$ cat src/rtl/fan_ramp_pkg.sv
package fan_ramp_pkg;

  localparam int RATE_CODE_W = 3;
  localparam int SLOWEST_MS  = 206;

  // Step interval in milliseconds for each rate code.
  function automatic int rate_interval_ms(input logic [RATE_CODE_W-1:0] code);
    case (code)
      3'd0:    return 206;
      3'd1:    return 104;
      3'd2:    return 69;
      3'd3:    return 41;
      3'd4:    return 26;
      3'd5:    return 18;
      3'd6:    return 10;
      default: return 5;
    endcase
  endfunction

endpackage

$ cat src/rtl/ramp_step_timer.sv
module ramp_step_timer
  import fan_ramp_pkg::*;
#(
  parameter int TICKS_PER_MS = 90
) (
  input  logic                   clk,
  input  logic                   rst_n,
  input  logic                   base_tick_i,
  input  logic                   en_i,
  input  logic [RATE_CODE_W-1:0] rate_i,
  output logic                   step_o
);

  localparam int MAX_TICKS = SLOWEST_MS * TICKS_PER_MS;
  localparam int CNT_W     = $clog2(MAX_TICKS);

  logic [CNT_W-1:0]       cnt_q;
  logic [CNT_W-1:0]       term_m1;
  logic [RATE_CODE_W-1:0] prev_rate_q;
  logic                   rate_chg;
  logic                   at_term;

  assign term_m1  = CNT_W'(rate_interval_ms(rate_i) * TICKS_PER_MS - 1);
  assign rate_chg = (rate_i != prev_rate_q);
  assign at_term  = (cnt_q == term_m1);
  assign step_o   = en_i && base_tick_i && !rate_chg && at_term;

  always_ff @(posedge clk) begin
    if (!rst_n) begin
      prev_rate_q <= '0;
    end else begin
      prev_rate_q <= rate_i;
    end
  end

  always_ff @(posedge clk) begin
    if (!rst_n) begin
      cnt_q <= '0;
    end else if (!en_i || rate_chg) begin
      cnt_q <= '0;
    end else if (base_tick_i) begin
      if (at_term) cnt_q <= '0;
      else         cnt_q <= cnt_q + CNT_W'(1);
    end
  end

  AST_CNT_IN_RANGE: assert property (@(posedge clk) disable iff (!rst_n)
    (prev_rate_q == rate_i) |-> (cnt_q <= term_m1));

  AST_WRAP_ON_STEP: assert property (@(posedge clk) disable iff (!rst_n)
    step_o |=> (cnt_q == '0));

  AST_RATE_RESTART: assert property (@(posedge clk) disable iff (!rst_n)
    (rate_i != prev_rate_q) |=> (cnt_q == '0));

  AST_IDLE_CLEAR: assert property (@(posedge clk) disable iff (!rst_n)
    !en_i |=> (cnt_q == '0));

  AST_NO_TICK_HOLD: assert property (@(posedge clk) disable iff (!rst_n)
    (en_i && !base_tick_i && (rate_i == prev_rate_q)) |=> $stable(cnt_q));

endmodule

$ cat src/rtl/ramp_duty_tracker.sv
module ramp_duty_tracker #(
  parameter int DUTY_W = 8
) (
  input  logic              clk,
  input  logic              rst_n,
  input  logic              en_i,
  input  logic              step_i,
  input  logic [DUTY_W-1:0] target_i,
  output logic [DUTY_W-1:0] duty_o
);

  logic [DUTY_W-1:0] duty_q;

  always_ff @(posedge clk) begin
    if (!rst_n) begin
      duty_q <= '0;
    end else if (!en_i) begin
      duty_q <= target_i;
    end else if (step_i) begin
      if (target_i > duty_q)      duty_q <= duty_q + DUTY_W'(1);
      else if (target_i < duty_q) duty_q <= duty_q - DUTY_W'(1);
    end
  end

  assign duty_o = duty_q;

  AST_BYPASS_FOLLOW: assert property (@(posedge clk) disable iff (!rst_n)
    !en_i |=> (duty_o == $past(target_i)));

  AST_QUIET_BETWEEN_STEPS: assert property (@(posedge clk) disable iff (!rst_n)
    (en_i && !step_i) |=> $stable(duty_o));

  AST_UP_ONE: assert property (@(posedge clk) disable iff (!rst_n)
    (en_i && step_i && (duty_o < target_i)) |=> (duty_o == $past(duty_o) + DUTY_W'(1)));

  AST_DOWN_ONE: assert property (@(posedge clk) disable iff (!rst_n)
    (en_i && step_i && (duty_o > target_i)) |=> (duty_o == $past(duty_o) - DUTY_W'(1)));

  AST_SETTLED_HOLD: assert property (@(posedge clk) disable iff (!rst_n)
    (en_i && (duty_o == target_i)) |=> $stable(duty_o));

endmodule

$ cat src/rtl/ramp_rate_limiter.sv
module ramp_rate_limiter
  import fan_ramp_pkg::*;
#(
  parameter int NUM_CH       = 3,
  parameter int DUTY_W       = 8,
  parameter int TICKS_PER_MS = 90
) (
  input  logic                          clk,
  input  logic                          rst_n,
  input  logic                          base_tick,
  input  logic [NUM_CH-1:0]             ramp_en,
  input  logic [NUM_CH*RATE_CODE_W-1:0] rate_code,
  input  logic [NUM_CH*DUTY_W-1:0]      target_duty,
  output logic [NUM_CH*DUTY_W-1:0]      ramped_duty
);

  logic [NUM_CH-1:0] step;

  for (genvar c = 0; c < NUM_CH; c++) begin : g_ch
    ramp_step_timer #(
      .TICKS_PER_MS(TICKS_PER_MS)
    ) i_timer (
      .clk        (clk),
      .rst_n      (rst_n),
      .base_tick_i(base_tick),
      .en_i       (ramp_en[c]),
      .rate_i     (rate_code[c*RATE_CODE_W +: RATE_CODE_W]),
      .step_o     (step[c])
    );

    ramp_duty_tracker #(
      .DUTY_W(DUTY_W)
    ) i_tracker (
      .clk     (clk),
      .rst_n   (rst_n),
      .en_i    (ramp_en[c]),
      .step_i  (step[c]),
      .target_i(target_duty[c*DUTY_W +: DUTY_W]),
      .duty_o  (ramped_duty[c*DUTY_W +: DUTY_W])
    );

    AST_STEP_NEEDS_ENABLE: assert property (@(posedge clk) disable iff (!rst_n)
      step[c] |-> ramp_en[c]);
  end

  AST_RESET_ZERO: assert property (@(posedge clk)
    !rst_n |=> (ramped_duty == '0));

endmodule

$ cat config.mk
export PLATFORM = sky130hd
export DESIGN_NAME = ramp_rate_limiter
export DESIGN_NICKNAME = d
export VERILOG_FILES = /design/src/rtl/fan_ramp_pkg.sv /design/src/rtl/ramp_step_timer.sv /design/src/rtl/ramp_duty_tracker.sv /design/src/rtl/ramp_rate_limiter.sv
export SDC_FILE = /design/constraint.sdc
export NUM_CORES = 1
export LEC_CHECK = 0
export BUFFER_PORTS_ARGS = -buffer_cell sky130_fd_sc_hd__buf_2
export CAP_MARGIN = 40
export CORE_MARGIN = 2
export CORE_UTILIZATION = 58
export CTS_CLUSTER_DIAMETER = 30
export DETAILED_ROUTE_END_ITERATION = 10
export PLACE_DENSITY = 0.77
export SETUP_SLACK_MARGIN = 0.4
export SLEW_MARGIN = 30
export SYNTH_ARGS = -nofsm -noshare
export SYNTH_HDL_FRONTEND = slang
export SYNTH_HIERARCHICAL = 1
export SYNTH_SLANG_ARGS = --single-unit
export TNS_END_PERCENT = 10
$ cat constraint.sdc
create_clock -name clk -period 7.4 [get_ports clk]
set_clock_uncertainty 0.1 [all_clocks]
set_input_delay 1.48 -clock clk [delete_from_list [all_inputs] [get_ports clk]]
set_output_delay 1.48 -clock clk [all_outputs]
set_load 0.01 [all_outputs]
# After elaboration in Yosys (flattened, before gate mapping)
# Index checks and enable logic that the tools add are counted.
dict set report totals {
  in_bits 39
  word_cells 106
  ff_bits 78
}
dict set report op_classes {
  bitwise 1
  mux 18
  n_lt_le_gt_ge 6
  mul 3
  n_eq_ne 30
  n_addsub 12
  reduce_logical 27
}
# operator n
set op_table {}
lappend op_table {{case mux 8 bit (7 select lines)} 3}
lappend op_table {{two-way mux 8 bit} 12}
lappend op_table {{adder 15 x 1 -> 15 bit (second input constant)} 3}
lappend op_table {{== test 15 bit} 3}
lappend op_table {{two-way mux 15 bit} 3}
lappend op_table {{subtractor 15 x 2 -> 15 bit (second input constant)} 3}
lappend op_table {{multiplier 8 x 6 -> 14 bit (second input constant)} 3}
lappend op_table {{== test 3 bit (second input constant)} 9}
lappend op_table {{adder 8 x 1 -> 8 bit (second input constant)} 3}
lappend op_table {{greater-than comparator 8 bit} 3}
lappend op_table {{< comparator 8 bit} 3}
lappend op_table {{subtractor 8 x 1 -> 8 bit (second input constant)} 3}
lappend op_table {{== test 3 x 2 -> 1 bit (second input constant)} 6}
lappend op_table {{== test 3 x 1 -> 1 bit (second input constant)} 3}
lappend op_table {{logical AND 1 bit} 9}
lappend op_table {{zero test 3 bit} 3}
lappend op_table {{inequality test 3 x 1 -> 1 bit (second input constant)} 3}
lappend op_table {{inequality test 3 bit} 3}
lappend op_table {{zero test 1 bit} 6}
lappend op_table {{inequality test 2 x 1 -> 1 bit (second input constant)} 3}
lappend op_table {{AND reduction 2 bit} 3}
lappend op_table {{OR reduction 2 bit} 3}
lappend op_table {{logical OR 1 bit} 3}
lappend op_table {{inverter 1 bit} 1}

# Longest topological paths before layout
# Gate-level depths: netlist of the first run.
dict set report logic_depth {
  ltp_word 8
  ltp_mapped 25
}

# Hierarchy
# Netlist of the first run, hierarchy kept.
# module n_inst area_each_um2 seq_area_each_um2 cells_per_inst
set modules_own_cells {}
lappend modules_own_cells {{ramp_step_timer (g_ch[1].i_timer ...)} 2 2279.7 360.3 268}
lappend modules_own_cells {ramp_duty_tracker 3 878.3 160.2 104}
lappend modules_own_cells {{ramp_step_timer (g_ch[0].i_timer)} 1 2293.4 360.3 280}

# Worst setup path before layout of the first run
# Ideal clock, no wire load.
dict set report synth_path {
  path_type {input-to-reg}
  start {input port rate_code[0]}
  end {register g_ch[0].i_tracker.duty_q[6]}
  stages 23
  n_path_buf 3
  t_arrival_ps 6487
  setup_time_ps 116
  slack_ps 697
  required_time_ps 7184
  path_cell_list {buf_2 clkbuf_1 nand3_1 o21ai_0 ha_1 ha_1 inv_1 fa_1 inv_1 ha_1 fa_1 and3_1 or3_4 a211oi_2 nand2_1 or3_1 o31a_1 a2111oi_0 and4_1 a21boi_0 buf_4 o21ai_0 a41o_1}
}
dict set report synth_via {
  elab_chain_len 8
  word_cells_on_any_way 17
  classes_between {add/sub (1); mul (1); eq/ne (9); mux (1); reduce/logical (5)}
}
# element line
set synth_lines {}
lappend synth_lines {{start: declaration} ramp_rate_limiter.sv:12} ;# input logic [NUM_CH*RATE_CODE_W-1:0] rate_code,
lappend synth_lines {{== test 3 bit, or another cell as far along} fan_ramp_pkg.sv:8} ;# case (code)
lappend synth_lines {{case mux 8 bit (7 select lines)} fan_ramp_pkg.sv:8}
lappend synth_lines {{multiplier 8 x 6 -> 14 bit} ramp_step_timer.sv:23} ;# assign term_m1 = CNT_W'(rate_interval_ms(rate_i) * TICKS_PER_MS - 1);
lappend synth_lines {{subtractor 15 x 2 -> 15 bit} ramp_step_timer.sv:23}
lappend synth_lines {{== test 15 bit} ramp_step_timer.sv:25} ;# assign at_term = (cnt_q == term_m1);
lappend synth_lines {{logical AND 1 bit (*)} ramp_step_timer.sv:26} ;# assign step_o = en_i && base_tick_i && !rate_chg && at_term;
lappend synth_lines {{net step[0]} ramp_rate_limiter.sv:17} ;# logic [NUM_CH-1:0] step;
lappend synth_lines {{inequality test 2 x 1 -> 1 bit (no source line) (*)} -}
lappend synth_lines {{AND reduction 2 bit (no source line) (*)} -}
lappend synth_lines {{end signal: assignment} ramp_duty_tracker.sv:18} ;# duty_q <= target_i;
lappend synth_lines {{end signal: assignment} ramp_duty_tracker.sv:20} ;# if (target_i > duty_q) duty_q <= duty_q + DUTY_W'(1);
lappend synth_lines {{end signal: assignment} ramp_duty_tracker.sv:21} ;# else if (target_i < duty_q) duty_q <= duty_q - DUTY_W'(1);
lappend synth_lines {{end: declaration} ramp_duty_tracker.sv:12} ;# logic [DUTY_W-1:0] duty_q;
# The timed path passes the listed nets; every way through them passes the cells marked *.
# A chain may end at the register's enable or synchronous reset.

# Final worst setup path of the first run
dict set report layout_path {
  start {input port rate_code[8]}
  end {register g_ch[2].i_tracker.duty_q[6]}
}
dict set report layout_via {
  elab_chain_len 8
  word_cells_on_any_way 17
  classes_between {add/sub (1); mul (1); eq/ne (9); mux (1); reduce/logical (5)}
}
# element line
set layout_lines {}
lappend layout_lines {{== test 3 bit, or another cell as far along} fan_ramp_pkg.sv:8}
lappend layout_lines {{case mux 8 bit (7 select lines)} fan_ramp_pkg.sv:8}
lappend layout_lines {{multiplier 8 x 6 -> 14 bit} ramp_step_timer.sv:23}
lappend layout_lines {{subtractor 15 x 2 -> 15 bit} ramp_step_timer.sv:23}
lappend layout_lines {{== test 15 bit} ramp_step_timer.sv:25}
lappend layout_lines {{logical AND 1 bit (*)} ramp_step_timer.sv:26}
lappend layout_lines {{net step[2]} ramp_rate_limiter.sv:17}
lappend layout_lines {{inequality test 2 x 1 -> 1 bit (no source line) (*)} -}
lappend layout_lines {{AND reduction 2 bit (no source line) (*)} -}
lappend layout_lines {{end signal: assignment} ramp_duty_tracker.sv:18}
lappend layout_lines {{end signal: assignment} ramp_duty_tracker.sv:20}
lappend layout_lines {{end signal: assignment} ramp_duty_tracker.sv:21}
lappend layout_lines {{end: declaration} ramp_duty_tracker.sv:12}
# Marks and branches as above.

==> impl_results.md, run 1 <==
- Sw frac: 37.0%
- Reg power frac: 22.3%
- Critical path endpoint category: register
- Buffers added on ports: 62
- Synth async-reset ratio: 0%
- Initial antenna violation count: 0
- Synth cell types: between 80 and 90
- Final instance area: slightly above 10000 um^2
- Placeable Area: approximately 16000 um^2
- Cell internal pwr: approximately 1.3 mW
- Register clock-pin slew on the reported worst setup and hold paths: 0.06 ns
- Pin count of the biggest net entering global routing: 47
- Crit-path leading delay family: adder cells
- Die Y: between 100 and 150 um
- Total power: around 2.0 mW
- Crit path kind: input port to register
- Syn_nets: 1320
- DP Area: 9900 um^2
- Share of layout cells above drive strength 1: 12.3%
- Wire length on met1: roughly 9.6 mm
- Avg Inst Size Synth: approximately 8.4 um^2
- Post-Synthesis Cells: between 1000 and 1500
- DRC Markers: 0
- Synthesized area: ~9500 um^2
- Register area share after synthesis: between 10% and 20%
- Clock Latency Late Sink: between 0.3 and 0.4 ns
- Final antenna-violating net count: 0
- Req. time, crit path: around 7.5 ns
- Number of flops mapped to enable cells by yosys: 0
- Most used DFF post-synth: dfxtp_1
- ANT cells: 0
- DR iter-0 viols: roughly 370
- Wire per inst: roughly 14 um
- Die span in x: ~130 um
- Final HPWL DP: 15.9 mm
- CTS tree: done
- Grt ovf: 0
- Worst Max-Slew Pin Slew: roughly 0.82 ns
- Peak supply drop: approximately 0.12 mV
- Max clock buf depth: 2
- Worst path bufs/invs: 3
- Combinational power share: 48.9%
- CP cell instances: buf_2 > nand2b_1 > inv_1 > or2_2 > ha_1 > fa_1 > fa_1 > ha_1 > and3_1 > a221oi_4 > xnor2_1 > nor3_4 > maj3_1 > o22ai_1 > nand4_1 > nor3_1 > a21boi_0 > buf_4 > o21ai_0 > a41o_1
- Root Driver: clkbuf_16
- Status: completed
- H-tree Lvls: 3
- Vias/cell: roughly 5.7
- Total wire length: 19.9 mm
- Most common cell after layout, fill and taps aside: ha_1
- I/O Pins: between 60 and 70
- Global-route wire length before repair: approximately 35 mm
- Drt pass-1 iters: 4
- Clock power share: 28.8%
- Leakage: roughly 4.7 nW
- Final setup violation count: 0
- Most frequent cells in the layout: ha_1 (126), inv_1 (115), dfxtp_1 (78)
- Initial Util: around 60%
- Slew Viols, Final: 0
- RePlAce Congestion: approximately 0.85
- Area grow syn2layout: 8.68%
- Min Tclk post-route: ~6.7 ns
- Pre-CTS setup slack: roughly 0.36 ns
- Setup WS post-layout: approximately 0.74 ns
- Total Routing Usage GR: about a quarter
- Yosys reg bits: between 70 and 80
- Vias in the first global route: 7624
- Max incr delay on CP: ~0.59 ns
- Setup TNS: 0 ns
- Tcrit/Tclk final: between 90 and 100%
- Fmax: 150 MHz
- Max Used Layer: met4
- Die Area: ~17000 um^2
- Max Fanout on Critical Path: 14
- Final #Nets: 1356
- Num CTS Buffers: 9
- Met2 routed WL: 9.53 mm
- RSZ-0062 raised after global routing: yes
- Site Rows: 46
- Max Cap Viol: 0
- Switch Pwr: about 0.74 mW
- Hold Path Class: register to register
- Final hold vios: 0
- Crit start category: input port
- Clock tree sinks: 78
- Synth warn: 6
- Relative slew slack: a little under half
- Vias: just under 8000
- WP data arrival: 6.80 ns
- Worst path slowest cell: fa_1
- Met3 WL: around 420 um
- Pwr Density: 194 nW/um^2
-- final timing paths --
path                                     from  slack, ns  cells past startpoint                           to
hold reg to reg     g_ch[1].i_timer/cnt_q[14]       0.46                      2    g_ch[1].i_timer/cnt_q[14]
setup / recovery                 rate_code[8]       0.74                     20  g_ch[2].i_tracker/duty_o[6]
setup reg to reg  g_ch[1].i_tracker/duty_o[5]       4.14                     13  g_ch[1].i_tracker/duty_o[7]
hold / removal      g_ch[1].i_timer/cnt_q[14]       0.46                      2    g_ch[1].i_timer/cnt_q[14]
-- what timing repair did --
action | 4_1_cts | 5_1_grt
hold endpoints to repair | 0 | 0
setup buffers | 0 | 0
hold buffers | 0 | 0
endpoints found under the setup margin | 0 | 15
gates resized for setup | 0 | 6
-- through the flow --
stage	hold WS [ns]	cells	utilization (%)
6_report	0.464	1385	64.7
3_5_place_dp	0.455	1369	62.1
2_1_floorplan	0.398	1128	-
4_1_cts	0.464	1385	64.5
3_3_place_gp	0.451	1369	62.1
5_1_grt	0.486	1385	64.7
-- kinds of logic after synthesis --
kind of cell    count (synthesis)  synth area share (%)
xor+xnor                      139                  14.0
fa+ha+maj                     155                  22.5
compound gates                219                  16.4
mux                            26                  2.91
simple gates                  351                  20.8
buf+inv                       160                  6.87
flops                          78                  16.5
-- synthesized netlist by cell type, types with 29 or more instances --
cell / count / share of area (%)
clkbuf_1: 31 / 1.2
nor2_1: 43 / 1.7
inv_1: 115 / 4.5
dfxtp_1: 78 / 16
xor2_1: 56 / 5.2
o21ai_0: 45 / 2.4
nand3_1: 39 / 2.1
ha_1: 126 / 17
nand4_1: 29 / 1.9
nor3_1: 56 / 3.0
a21oi_1: 67 / 3.5
xnor2_1: 74 / 6.8
nand2_1: 65 / 2.6
-- registers in the layout, summed over array words and instances, names as in the netlist --
| register | count |
|---|---|
| g_ch.i_timer/prev_rate_q | 9 |
| g_ch.i_tracker/duty_o | 24 |
| g_ch.i_timer/cnt_q | 45 |
-- per-layer routing --
| layer | vias to the layer above | GRT usage, % |
|---|---|---|
| li1 | 4075 | - |
| met1 | 3720 | 30.8 |
| met2 | 111 | 40.1 |
| met3 | 25 | 2.96 |
| met4 | 0 | 6.82 |
| met5 | - | 0 |
-- power by group through the flow --
stage	registers [mW]	logic (mW)	clock network [mW]
CTS	0.445	0.972	0.586
global route	0.447	1.10	0.602
global placement	0.454	0.941	0
floorplan	0.456	0.787	0
finish	0.445	0.976	0.574
detailed placement	0.454	0.964	0
-- tightest hold or removal path, stage by stage, from the launching register on --
cell	delay, ns
dfxtp_1	0.33
xnor2_1	0.15
nor3_1	0.04
-- area by class of cell --
type	count	area, um^2
Fill cell	1424	5630
Sequential cell	78	1560
Timing Repair Buffer	69	363
Clock buffer	9	225
Inverter	116	435
Tap cell	216	270
Multi-Input combinational cell	890	7300
Clock inverter	7	160
(Power assumes the default switching activity.)
==> run 2: changes to the inputs <==
==> constraint.sdc (replaced) <==
create_clock -name clk -period 6.5 [get_ports clk]
set_clock_uncertainty 0.1 [all_clocks]
set_input_delay 1.3 -clock clk [delete_from_list [all_inputs] [get_ports clk]]
set_output_delay 1.3 -clock clk [all_outputs]
set_load 0.005 [all_outputs]
==> run 2 against run 1 <==
  * Critical path depth up 3
  * Clock-buffer cell count up 3
  * Worst hold slack better by 0.0063 ns
  * Routed wire length up 11%
  * Design area up 8.7%
  * Final cell count up 3.6%
  * Die area unchanged
  * Combinational power up 36%
  * Sequential cell count unchanged
  * Sequential share of layout area down 1.2 points
==> impl_results.md, run 2 (synthesis gave the netlist of run 1 again) <==
- Status: completed
- Fillers: 1262 (-11%)
- Placeable Area: 15900 um^2 (unchanged)
- Final hold vios: 0 (unchanged)
- ANT cells: 0 (unchanged)
- Register clock-pin slew on the reported worst setup and hold paths: 0.06 ns (about the same)
- Initial antenna violation count: 0 (unchanged)
- Root Driver: clkbuf_16
- Min Tclk post-route: approximately 6.1 ns
- Max incr delay on CP: 0.52 ns (-0.07 ns)
- Critical path endpoint category: register
- Crit-path leading delay family: adder cells
- DRC Markers: 0 (unchanged)
- Pwr Density: 213 nW/um^2 (+10%)
- CP cell instances: buf_12 > nor2_2 > o21ai_2 > inv_2 > ha_4 > ha_1 > inv_1 > fa_1 > inv_2 > ha_4 > fa_2 > and3_4 > or3_4 > a211oi_4 > nand2_1 > or3_1 > o31a_1 > a2111oi_2 > and4_1 > a21boi_4 > buf_12 > mux2i_1 > a21oi_1
- H-tree Lvls: 3 (unchanged)
- Vias/cell: 5.75 (+0.45%)
- Clock tree sinks: 78 (unchanged)
- Final setup violation count: 0 (unchanged)
- WP data arrival: 6.17 ns (-0.63 ns)
- Worst path slowest cell: fa_1
- Total Routing Usage GR: 24.6% (+1.3 points)
- Final #Nets: 1407 (+3.8%)
- Worst Max-Slew Pin Slew: 0.788 ns (-0.0311 ns)
- Num CTS Buffers: 9 (unchanged)
- Final instance area: 11200 um^2 (+8.7%)
- Peak supply drop: 0.152 mV (+30%)
- Final antenna-violating net count: 0 (unchanged)
- Max reg flops: 45 (unchanged)
- Max Fanout on Critical Path: 10 (-4)
- Most frequent cells in the layout: inv_1 (107), ha_1 (107), dfxtp_1 (78)
- Area grow syn2layout: 18.2%
- Layout Cells excl Fill: 1435 (+3.6%)
- Vias: 8254 (+4.1%)
- Hold Path Class: register to register
- Fmax: 165 MHz
- Wire per inst: 15.5 um (+7.5%)
- Placed insts: 1398 (+2.1%)
- Max Cap Viol: 0 (unchanged)
- Slew Viols, Final: 0 (unchanged)
- Global-route wire length before repair: 36.5 mm (+5.0%)
- Req. time, crit path: 6.61 ns (-0.93 ns)
- Buffers added on ports: 62 (unchanged)
- Worst path bufs/invs: 5 (+2)
- Die span in x: 132 um (unchanged)
- Total wire length: 22.2 mm (+11%)
- Share of layout cells above drive strength 1: 21.4% (+9.1 points)
- CTS tree: done
- Die Area: 17400 um^2 (unchanged)
- Leakage: 4.95 nW (+6.2%)
- RePlAce Congestion: 0.907 (+6.3%)
- Drt pass-1 iters: 5 (+1)
- I/O Pins: 63 (unchanged)
- Vias in the first global route: 7804 (+2.4%)
- DR iter-0 viols: 529 (+43%)
- Initial Util: 59.5% (unchanged)
- Grt ovf: 0 (unchanged)
- Setup TNS: 0 ns (unchanged)
- Crit start category: input port
- Tcrit/Tclk final: 93.2%
- Relative slew slack: 47.5% (+2.1 points)
- Biggest register: g_ch.i_timer/cnt_q
- Crit path kind: input port to register
- RSZ-0062 raised after global routing: yes
- Max clock buf depth: 2 (unchanged)
- Final HPWL DP: 16.8 mm (+5.6%)
- Clock Latency Late Sink: 0.34 ns (about the same)
- DP Area: 10200 um^2 (+3.3%)
- Die Y: 132 um (unchanged)
- Site Rows: 46 (unchanged)
- Pin count of the biggest net entering global routing: 47 (unchanged)
==> run 2: changes by cell type in the layout (fill, tap and decap cells not counted), sizes merged <==
cell,change
bufinv,-3
clkinv,-2
clkinvlp,+1
clkbuf,+5
buf,+49
==> run 2: worst register-to-register path, delay by kind of cell, from the launching register on <==
kind,cells,cell delay (ns)
AOI/OAI and AO/OA,5,1.05
adders and majority gates,2,0.58
buffers and inverters,1,0.07
DFF,1,0.45
and+or+nand+nor,5,0.95
==> run 2: area by class of cell <==
class | count | area (um^2) | share of cell area (%)
multi-input combinational | 890 | 7770 | 69.3
timing repair buffer | 120 | 846 | 7.54
clock buffer | 12 | 256 | 2.29
tap | 216 | 270 | 2.41
inverter | 116 | 438 | 3.91
clock inverter | 3 | 67.6 | 0.603
sequential | 78 | 1560 | 13.9
==> run 2: what timing repair did <==
action,in CTS,in global routing
hold buffers,0,0
setup endpoints to repair,18,31
setup buffers,0,19
cloned,0,3
pin swaps,2,37
gates resized for setup,4,95
==> run 2: path summary, 6_finish.rpt <==
check                                                 start  slack, ns  depth (start not counted)                     endpoint
worst min-delay path              g_ch[1].i_timer/cnt_q[14]       0.47                          2    g_ch[1].i_timer/cnt_q[14]
worst max register to register  g_ch[2].i_tracker/duty_o[1]       3.22                         13  g_ch[2].i_tracker/duty_o[7]
worst max-delay path                           rate_code[0]       0.44                         23  g_ch[0].i_tracker/duty_o[5]
worst min register to register    g_ch[1].i_timer/cnt_q[14]       0.47                          2    g_ch[1].i_timer/cnt_q[14]
==> run 2: layer usage <==
| metal | share of wire, % | GRT usage [%] | wire (um) | vias up |
|---|---|---|---|---|
| li1 | - | - | - | 4166 |
| met1 | 47 | 33.8 | 10300 | 3877 |
| met2 | 48 | 41.2 | 10600 | 162 |
| met3 | 3.3 | 2.04 | 723 | 49 |
| met4 | 2.6 | 7.85 | 586 | 0 |
| met5 | 0 | 0 | 0 | - |
==> run 2: report_power, final <==
part | switching (mW) | internal, mW
clock | 0.196 | 0.355
sequential | 0.0161 | 0.492
combinational | 0.710 | 0.618
total | 0.922 | 1.46
==> run 2: stage by stage <==
step / hold slack (ns) / setup slack [ns] / power (mW) / utilization (%)
3_3_place_gp: 0.452 / 0.0882 / 1.66 / 64.2
2_1_floorplan: 0.398 / 0.326 / 1.44 / -
6_report: 0.470 / 0.444 / 2.39 / 70.3
4_1_cts: 0.467 / 0.389 / 2.26 / 66.3
5_1_grt: 0.486 / 0.253 / 2.57 / 70.3
3_5_place_dp: 0.453 / -0.0829 / 1.69 / 64.2
